[src/rtl/flg_pkg.sv]
package flg_pkg;
  typedef enum logic {DIR_RX = 1'b0, DIR_TX = 1'b1} dir_e;
  localparam int unsigned STD_FRAME_MAX = 1518;
  localparam int unsigned EXT_FRAME_MAX = 1538;
endpackage

[src/rtl/flg_jumbo_reg.sv]
module flg_jumbo_reg #(
  parameter int unsigned LEN_W     = 16,
  parameter int unsigned MASK_W    = 14,
  parameter int unsigned RESET_VAL = 10240
) (
  input  logic             clk,
  input  logic             rst_n,
  input  logic             wr_en,
  input  logic [LEN_W-1:0] wr_data,
  output logic [LEN_W-1:0] q
);
  localparam logic [LEN_W-1:0] WR_MASK = LEN_W'((64'd1 << MASK_W) - 64'd1);

  always_ff @(posedge clk) begin
    if (!rst_n)     q <= LEN_W'(RESET_VAL);
    else if (wr_en) q <= wr_data & WR_MASK;
  end
endmodule

[src/rtl/flg_limit_sel.sv]
module flg_limit_sel
  import flg_pkg::*;
#(
  parameter int unsigned LEN_W      = 16,
  parameter int unsigned JUMBO_CEIL = 10240
) (
  input  logic             jumbo_en,
  input  logic             ext_en,
  input  dir_e             dir,
  input  logic [LEN_W-1:0] reg_q,
  output logic [LEN_W-1:0] limit,
  output logic             clamped
);
  localparam logic [LEN_W-1:0] CEIL = LEN_W'(JUMBO_CEIL);
  localparam logic [LEN_W-1:0] STD  = LEN_W'(STD_FRAME_MAX);
  localparam logic [LEN_W-1:0] EXT  = LEN_W'(EXT_FRAME_MAX);

  logic over_ceil;
  assign over_ceil = reg_q > CEIL;

  always_comb begin
    clamped = 1'b0;
    if (jumbo_en) begin
      limit   = over_ceil ? CEIL : reg_q;
      clamped = over_ceil;
    end else if (dir == DIR_TX) begin
      limit = STD;
    end else begin
      limit = ext_en ? EXT : STD;
    end
  end
endmodule

[src/rtl/flg_verdict.sv]
module flg_verdict (
  input  logic clk,
  input  logic rst_n,
  input  logic take,
  input  logic drop_in,
  input  logic out_ready,
  output logic out_valid,
  output logic out_drop,
  output logic err_evt
);
  always_ff @(posedge clk) begin
    if (!rst_n) begin
      out_valid <= 1'b0;
      out_drop  <= 1'b0;
      err_evt   <= 1'b0;
    end else begin
      err_evt <= take & drop_in;
      if (take) begin
        out_valid <= 1'b1;
        out_drop  <= drop_in;
      end else if (out_ready) begin
        out_valid <= 1'b0;
      end
    end
  end
endmodule

[src/rtl/frm_len_guard.sv]
module frm_len_guard
  import flg_pkg::*;
#(
  parameter int unsigned LEN_W      = 16,
  parameter int unsigned CFG_W      = 16,
  parameter int unsigned MASK_W     = 14,
  parameter int unsigned JUMBO_CEIL = 10240,
  parameter int unsigned JUMBO_BIT  = 3,
  parameter int unsigned EXT_BIT    = 8
) (
  input  logic             clk,
  input  logic             rst_n,
  input  logic [CFG_W-1:0] cfg_bits,
  input  logic             lim_wr_en,
  input  logic [LEN_W-1:0] lim_wr_data,
  output logic [LEN_W-1:0] jumbo_lim,
  input  logic             in_valid,
  output logic             in_ready,
  input  logic [LEN_W-1:0] in_len,
  input  logic             in_dir,
  output logic             out_valid,
  input  logic             out_ready,
  output logic             out_drop,
  output logic             err_evt,
  output logic             clamp_seen
);
  logic [LEN_W-1:0] limit;
  logic             clamped;
  logic             take;

  flg_jumbo_reg #(.LEN_W(LEN_W), .MASK_W(MASK_W), .RESET_VAL(JUMBO_CEIL)) u_reg (
    .clk(clk), .rst_n(rst_n), .wr_en(lim_wr_en), .wr_data(lim_wr_data), .q(jumbo_lim)
  );

  flg_limit_sel #(.LEN_W(LEN_W), .JUMBO_CEIL(JUMBO_CEIL)) u_sel (
    .jumbo_en(cfg_bits[JUMBO_BIT]), .ext_en(cfg_bits[EXT_BIT]),
    .dir(dir_e'(in_dir)), .reg_q(jumbo_lim), .limit(limit), .clamped(clamped)
  );

  assign in_ready = !out_valid || out_ready;
  assign take     = in_valid && in_ready;

  flg_verdict u_out (
    .clk(clk), .rst_n(rst_n), .take(take), .drop_in(in_len > limit),
    .out_ready(out_ready), .out_valid(out_valid), .out_drop(out_drop), .err_evt(err_evt)
  );

  always_ff @(posedge clk) begin
    if (!rst_n)              clamp_seen <= 1'b0;
    else if (take && clamped) clamp_seen <= 1'b1;
  end
endmodule

[config.mk]
export PLATFORM = sky130hd
export DESIGN_NAME = frm_len_guard
export DESIGN_NICKNAME = d
export VERILOG_FILES = /design/src/rtl/flg_pkg.sv /design/src/rtl/flg_jumbo_reg.sv /design/src/rtl/flg_limit_sel.sv /design/src/rtl/flg_verdict.sv /design/src/rtl/frm_len_guard.sv
export SDC_FILE = /design/constraint.sdc
export NUM_CORES = 1
export LEC_CHECK = 0
export BUFFER_PORTS_ARGS = -buffer_cell sky130_fd_sc_hd__buf_2
export CAP_MARGIN = 20
export CELL_PAD_IN_SITES_DETAIL_PLACEMENT = 0
export CELL_PAD_IN_SITES_GLOBAL_PLACEMENT = 1
export CORE_MARGIN = 4
export CORE_UTILIZATION = 28
export CTS_CLUSTER_SIZE = 30
export DETAILED_ROUTE_END_ITERATION = 10
export PLACE_DENSITY = 0.78
export SLEW_MARGIN = 5
export SYNTH_ARGS = -nofsm -noshare
export SYNTH_HDL_FRONTEND = slang
export SYNTH_HIERARCHICAL = 1
export SYNTH_SLANG_ARGS = --single-unit
export TNS_END_PERCENT = 30
[constraint.sdc]
create_clock -name clk -period 2.7 [get_ports clk]
set_input_delay 0.54 -clock clk [delete_from_list [all_inputs] [get_ports clk]]
set_output_delay 0.54 -clock clk [all_outputs]
set_load 0.02 [all_outputs]
== Word-level counts from Yosys, hierarchy flattened ==
Cells that the tools add are included.
W data, S select, Z words.

* Output and inout port bits: 21
* Flip-flop bits (word level): 18
* Logic and storage cells: 20
* Input bits: 54

* Reductions and logical operators: 5
* Muxes and demuxes: 7
* Bitwise gates (word level): 1
* Magnitude comparators: 2

{| class="wikitable"
|+ Operator list
! cell !! count
|-
| $mux W16 || 2
|-
| $gt A16 B16 Y1 || 1
|-
| $gt A14 B14 Y1 const B || 1
|-
| $mux W14 || 1
|-
| $mux W10 || 1
|-
| $mux W1 || 3
|-
| $logic_and A1 B1 Y1 || 2
|-
| $reduce_bool A2 Y1 || 1
|-
| $and A1 B1 Y1 || 1
|-
| $logic_not A1 Y1 || 1
|-
| $logic_or A1 B1 Y1 || 1
|}

== Logic depth before layout (Yosys ltp) ==
* Depth in word-level cells: 5
* Gate-level depth with buffers: 12
* Depth with buffers taken out: 11

== Hierarchy ==
The synthesis kept the hierarchy.

{| class="wikitable"
|+ By module, submodules not included
! module !! seq. area each (um2) !! cells an instance !! area an instance (um2) !! times used
|-
| flg_jumbo_reg || 280.3 || 48 || 556.8 || 1
|-
| frm_len_guard || 20.0 || 61 || 450.4 || 1
|-
| flg_limit_sel || 0.0 || 40 || 249.0 || 1
|-
| flg_verdict || 60.1 || 8 || 97.6 || 1
|}

== Least setup slack after synthesis ==
No wires, ideal clock.

* Kind: reg2reg
* From: register u_reg.q[12]
* To: register u_out.err_evt
* Path buffers: 1
* Clock period less this slack: 2.615 ns
* Slack: 0.085 ns
* Arrival: 2.499 ns
* Stages on the path, launching flop included: 12
* Library setup time: 0.116 ns
* Required time: 2.584 ns
* Path through: dfxtp_1 o21a_1 or3_1 buf_2 a31o_1 inv_1 ha_1 nand4_1 nor2_1 a221o_1 o31a_1 and3_2

* Longest elaborated chain between the ends: 5

{| class="wikitable"
|+ Ends and longest elaborated chain
! what !! line !! RTL
|-
| start, declared || flg_jumbo_reg.sv:10 || <nowiki>output logic [LEN_W-1:0] q</nowiki>
|-
| start signal, assigned || flg_jumbo_reg.sv:15 || <nowiki>if (!rst_n) q <= LEN_W'(RESET_VAL);</nowiki>
|-
| start signal, assigned || flg_jumbo_reg.sv:16 || <nowiki>else if (wr_en) q <= wr_data & WR_MASK;</nowiki>
|-
| $gt A14 B14 Y1 || flg_limit_sel.sv:19 || <nowiki>assign over_ceil = reg_q > CEIL;</nowiki>
|-
| $mux W14 || flg_limit_sel.sv:24 || <nowiki>limit = over_ceil ? CEIL : reg_q;</nowiki>
|-
| $mux W16 || flg_limit_sel.sv:23 || <nowiki>if (jumbo_en) begin</nowiki>
|-
| named net limit[13] || frm_len_guard.sv:27 || <nowiki>logic [LEN_W-1:0] limit;</nowiki>
|-
| $gt A16 B16 Y1 || frm_len_guard.sv:44 || <nowiki>.clk(clk), .rst_n(rst_n), .take(take), .drop_in(in_len > limit),</nowiki>
|-
| $and A1 B1 Y1 || flg_verdict.sv:17 || <nowiki>err_evt <= take & drop_in;</nowiki>
|-
| end signal, assigned || flg_verdict.sv:17 ||
|-
| end, declared || flg_verdict.sv:9 || <nowiki>output logic err_evt</nowiki>
|}

The timed path passes the listed nets, and every way through them passes these cells.
A chain may end at the register's enable or synchronous reset.

== Worst setup path in the final report ==
* From: register u_reg.q[11]
* To: register u_out.out_drop

* Longest elaborated chain between the ends: 4

{| class="wikitable"
|+ Ends and longest elaborated chain
! what !! line !! RTL
|-
| $gt A14 B14 Y1 || flg_limit_sel.sv:19 ||
|-
| $mux W14 * || flg_limit_sel.sv:24 ||
|-
| $mux W16 * || flg_limit_sel.sv:23 ||
|-
| named net limit[11] || frm_len_guard.sv:27 ||
|-
| $gt A16 B16 Y1 * || frm_len_guard.sv:44 ||
|-
| end signal, assigned || flg_verdict.sv:20 || <nowiki>out_drop <= drop_in;</nowiki>
|-
| end, declared || flg_verdict.sv:8 || <nowiki>output logic out_drop,</nowiki>
|}

Mark *: on every way through the listed nets, which the timed path passes. The rest lies on a longest branch.

==> metrics.md <==
| Metric | Value |
|---|---|
| Outcome | finished, violations left |
| Violations in the final reports | setup timing |
| Combinational power share | 34.6% |
| Worst Path Arrival | 2870 ps |
| Root buffer cell | sky130_fd_sc_hd__clkbuf_8 |
| Vias per inst | 4.576 |
| RSZ-0062 raised after global routing | yes |
| Number of buffers created by CTS | 3 |
| Height of the die | 77.54 um |
| First-pass GRT wire length | 5.878 mm |
| Met3 GRT Util | 3.480% |
| Number of top-level pins | 75 |
| Routed wire per std cell | 11.90 um |
| Average instance area after synthesis | 8.623 um^2 |
| Count of buffers inserted at the top-level ports | 56 |
| Chip width | 77.54 um |
| Leading cell type in the layout, fill and taps excluded | sky130_fd_sc_hd__buf_2 |
| Critical-path cell with the highest stage delay | sky130_fd_sc_hd__or3_4 |
| Post-layout instance area | 1926 um^2 |
| Global routing usage on met2 | 20.64% |
| Max-cap violation count | 0 |
| Met1 demand-to-capacity share in global routing | 15.38% |
| Core ar. | 4692 um^2 |
| Max-slew violation count | 0 |
| GR Overflow Total | 0 |
| Hold_buf cts | 0 |
| Final worst-path cycle share | 101.0% |
| Layout cell share with drive strength beyond 1 | 41.03% |
| Clock sinks | 18 |
| Vias in the first global route | 1337 |
| Gr busiest metal | met2 |
| Minimum setup slack after placement | -56.64 ps |
| Largest fanout of any net on the critical path | 6 |
| Pin count of the biggest net entering global routing | 19 |
| Gp weighted congestion | 0.7603 |
| DRC errors left | 0 |
| Die Outline Area | 6012 um^2 |
| Detailed placer's ending HPWL | 2.943 mm |
| Number of antenna violations at the first check in global routing | 0 |
| Final setup skew | 3.554 ps |
| Yosys cell types | 33 |
| Commonest cells after routing, fill and taps aside | 56 x sky130_fd_sc_hd__buf_2, 24 x sky130_fd_sc_hd__buf_4, 18 x sky130_fd_sc_hd__inv_1, 17 x sky130_fd_sc_hd__dfxtp_1, 16 x sky130_fd_sc_hd__nor2b_1 |
| Final wirelength | 3.426 mm |
| Number of synthesized register bits | 18 |
| Required @ worst endpoint | 2840 ps |
| Growth of design area from synthesis to finish | 42.24% |
| Power per Cell Area | 372.6 nW/um^2 |
| Number of hold-slack violations in the final timing report | 0 |
| Relative contribution of sequential cells to total power | 40.6% |
| Max rail drop VDD | 0.3178 mV |
| Total Nets Final | 306 |
| Count of nets left with antenna violations after detail routing | 0 |
| Capturing element type of the critical path | register |
| Switching share of total power | 29.96% |
| Placed Area | 1800 um^2 |
| DR vias | 1318 |
| Storage element area | 361.6 um^2 |
| Crit start category | register |
| Final count of negative-setup-slack endpoints | 2 |
| Proportion of power drawn by the clock network | 24.8% |
| Gate Count Post-Synth | 157 |
| TritonCTS clock tree | done |
| Cells traversed along the worst timing path | buf_6 -> o21a_1 -> or3_4 -> a31o_1 -> inv_1 -> ha_1 -> nand4_1 -> nor2_1 -> a221o_1 -> o31a_1 -> mux2i_1 -> nor2b_1 |
| Leakage power of the design | 1.001 nW |
| Summed instance area of the synthesized netlist | 1354 um^2 |
| Fraction of the core area covered by cells at the end of the flow | 41.04% |
| Number of antenna diodes | 0 |
| Sum Neg Setup Slack | -39.58 ps |
| Portion of the post-synthesis area used by sequential elements | 26.62% |
| Power Internal | 502.5 uW |
| Effective utilization at floorplan | 28.85% |
| Register clock-pin slew on the reported worst setup and hold paths | 60 ps |
| Largest incremental delay on the critical path | 410 ps |
| Min-delay worst type | register to register |
| Kind of critical path | register to register |
| Violation count after the first detailed-routing iteration | 61 |
| Final critical-path required period | 2726 ps |
| Number of detailed-route iterations in the first pass | 4 |
| Filler instances | 501 |
| Area taken by multi-input logic gates | 915.9 um^2 |
| Insertion delay of the later-clocked pin in the worst-skew pair | 250 ps |
| Setup WS post-layout | -26.07 ps |
| Clock Tree Buf Depth | 2 |
| Switching power | 214.9 uW |
| # H-tree levels | 1 |
| Warnings from Yosys | 6 |
| Total GRT Usage | 12.07% |
| # rows | 25 |
| Total Power | 717.5 uW |
| Highest clock rate | 366.8 MHz |
==> per-stage QoR <==
| stage | instances | hold slack (ps) |
|---|---|---|
| 6_report | 288 | 504.2 |
| 3_5_place_dp | 282 | 484.0 |
| 4_1_cts | 286 | 501.1 |
| 3_3_place_gp | 282 | 466.5 |
| 5_1_grt | 288 | 533.5 |
| 2_1_floorplan | 159 | 576.6 |
==> state kept, by name, indices dropped and copies added, names as in the netlist <==
signal,cells
u_out/err_evt,1
u_out/out_valid,1
u_reg/q,14
u_out/out_drop,1
clamp_seen,1
==> area by class of cell <==
class | count | area share [%]
flip-flops and latches | 18 | 18.78
repair buffers | 81 | 24.50
well taps | 54 | 3.509
clock buffers | 3 | 2.144
multi-input cells | 114 | 47.56
inverters | 18 | 3.509
==> logic make-up (layout without fill, tap and decap cells) <==
logic type                 Yosys count  in the layout  share of synthesized area [%]
and+or+nand+nor                     48             48                          21.44
AOI/OAI and AO/OA                   31             31                          15.07
adders and majority gates           16             16                          14.79
DFF                                 18             18                          26.62
muxes                               15             15                          11.09
buffers and inverters               27            102                          10.44
other                                2              4                         0.5547
==> synthesized netlist by cell type (all sizes together) <==
cell / instances / area, um^2
dfxtp: 18 / 360.4
inv: 18 / 67.56
ha: 16 / 200.2
nor2b: 16 / 100.1
mux2i: 15 / 150.1
a21oi: 12 / 60.06
nand2: 8 / 30.03
a21o: 7 / 52.55
buf: 7 / 66.31
and2: 4 / 25.02
nand4: 4 / 25.02
nor4: 4 / 37.53
a31oi: 3 / 18.77
nor2: 3 / 11.26
a31o: 2 / 17.52
and3: 2 / 13.77
clkbuf: 2 / 7.510
conb: 2 / 7.510
nand3: 2 / 10.01
nor4b: 2 / 17.52
o21a: 2 / 15.01
o21ai: 2 / 10.01
a21boi: 1 / 11.26
a221o: 1 / 10.01
nand2b: 1 / 6.260
nor3b: 1 / 7.510
o31a: 1 / 8.760
or3: 1 / 6.260
==> critical path, delay by kind of cell, from the launching register on <==
family                   cells  cell delay (ps)
buffers and inverters        2              160
multiplexers                 1              140
adder cells (fa/ha/maj)      1              230
flip-flops                   1              320
AO/OA/AOI/OAI                4             1040
AND/OR/NAND/NOR              4              720
==> routing by layer <==
layer  share of wire (%)  vias to the layer above
met5                   0                        -
met4                0.38                        0
met3                 7.3                        2
met2                  47                       39
met1                  46                      584
li1                    -                      693
==> final timing paths <==
kind	start	to	slack, ps	depth (start not counted)
hold / removal	clamp_seen$_SDFFE_PN0P_	clamp_seen$_SDFFE_PN0P_	500	2
setup reg to reg	u_reg/q[11]$_SDFFE_PN1P_	u_out/out_drop$_SDFFE_PN0P_	-30	12
hold reg to reg	clamp_seen$_SDFFE_PN0P_	clamp_seen$_SDFFE_PN0P_	500	2
setup / recovery	u_reg/q[11]$_SDFFE_PN1P_	u_out/out_drop$_SDFFE_PN0P_	-30	12
==> what timing repair did <==
item / 4_1_cts / 5_1_grt
hold endpoints to repair: 0 / 0
setup buffers: 1 / 2
pin swaps: 4 / 6
resized for setup: 2 / 9
setup endpoints to repair: 2 / 2
==> power groups by stage <==
stage	Combinational (mW)	Sequential (mW)	Clock [mW]
after CTS	0.238	0.291	0.185
final	0.248	0.292	0.178
after global placement	0.230	0.297	0
after floorplan	0.120	0.321	0
after global routing	0.280	0.293	0.198
after detailed placement	0.234	0.297	0
(Power assumes the default switching activity.)
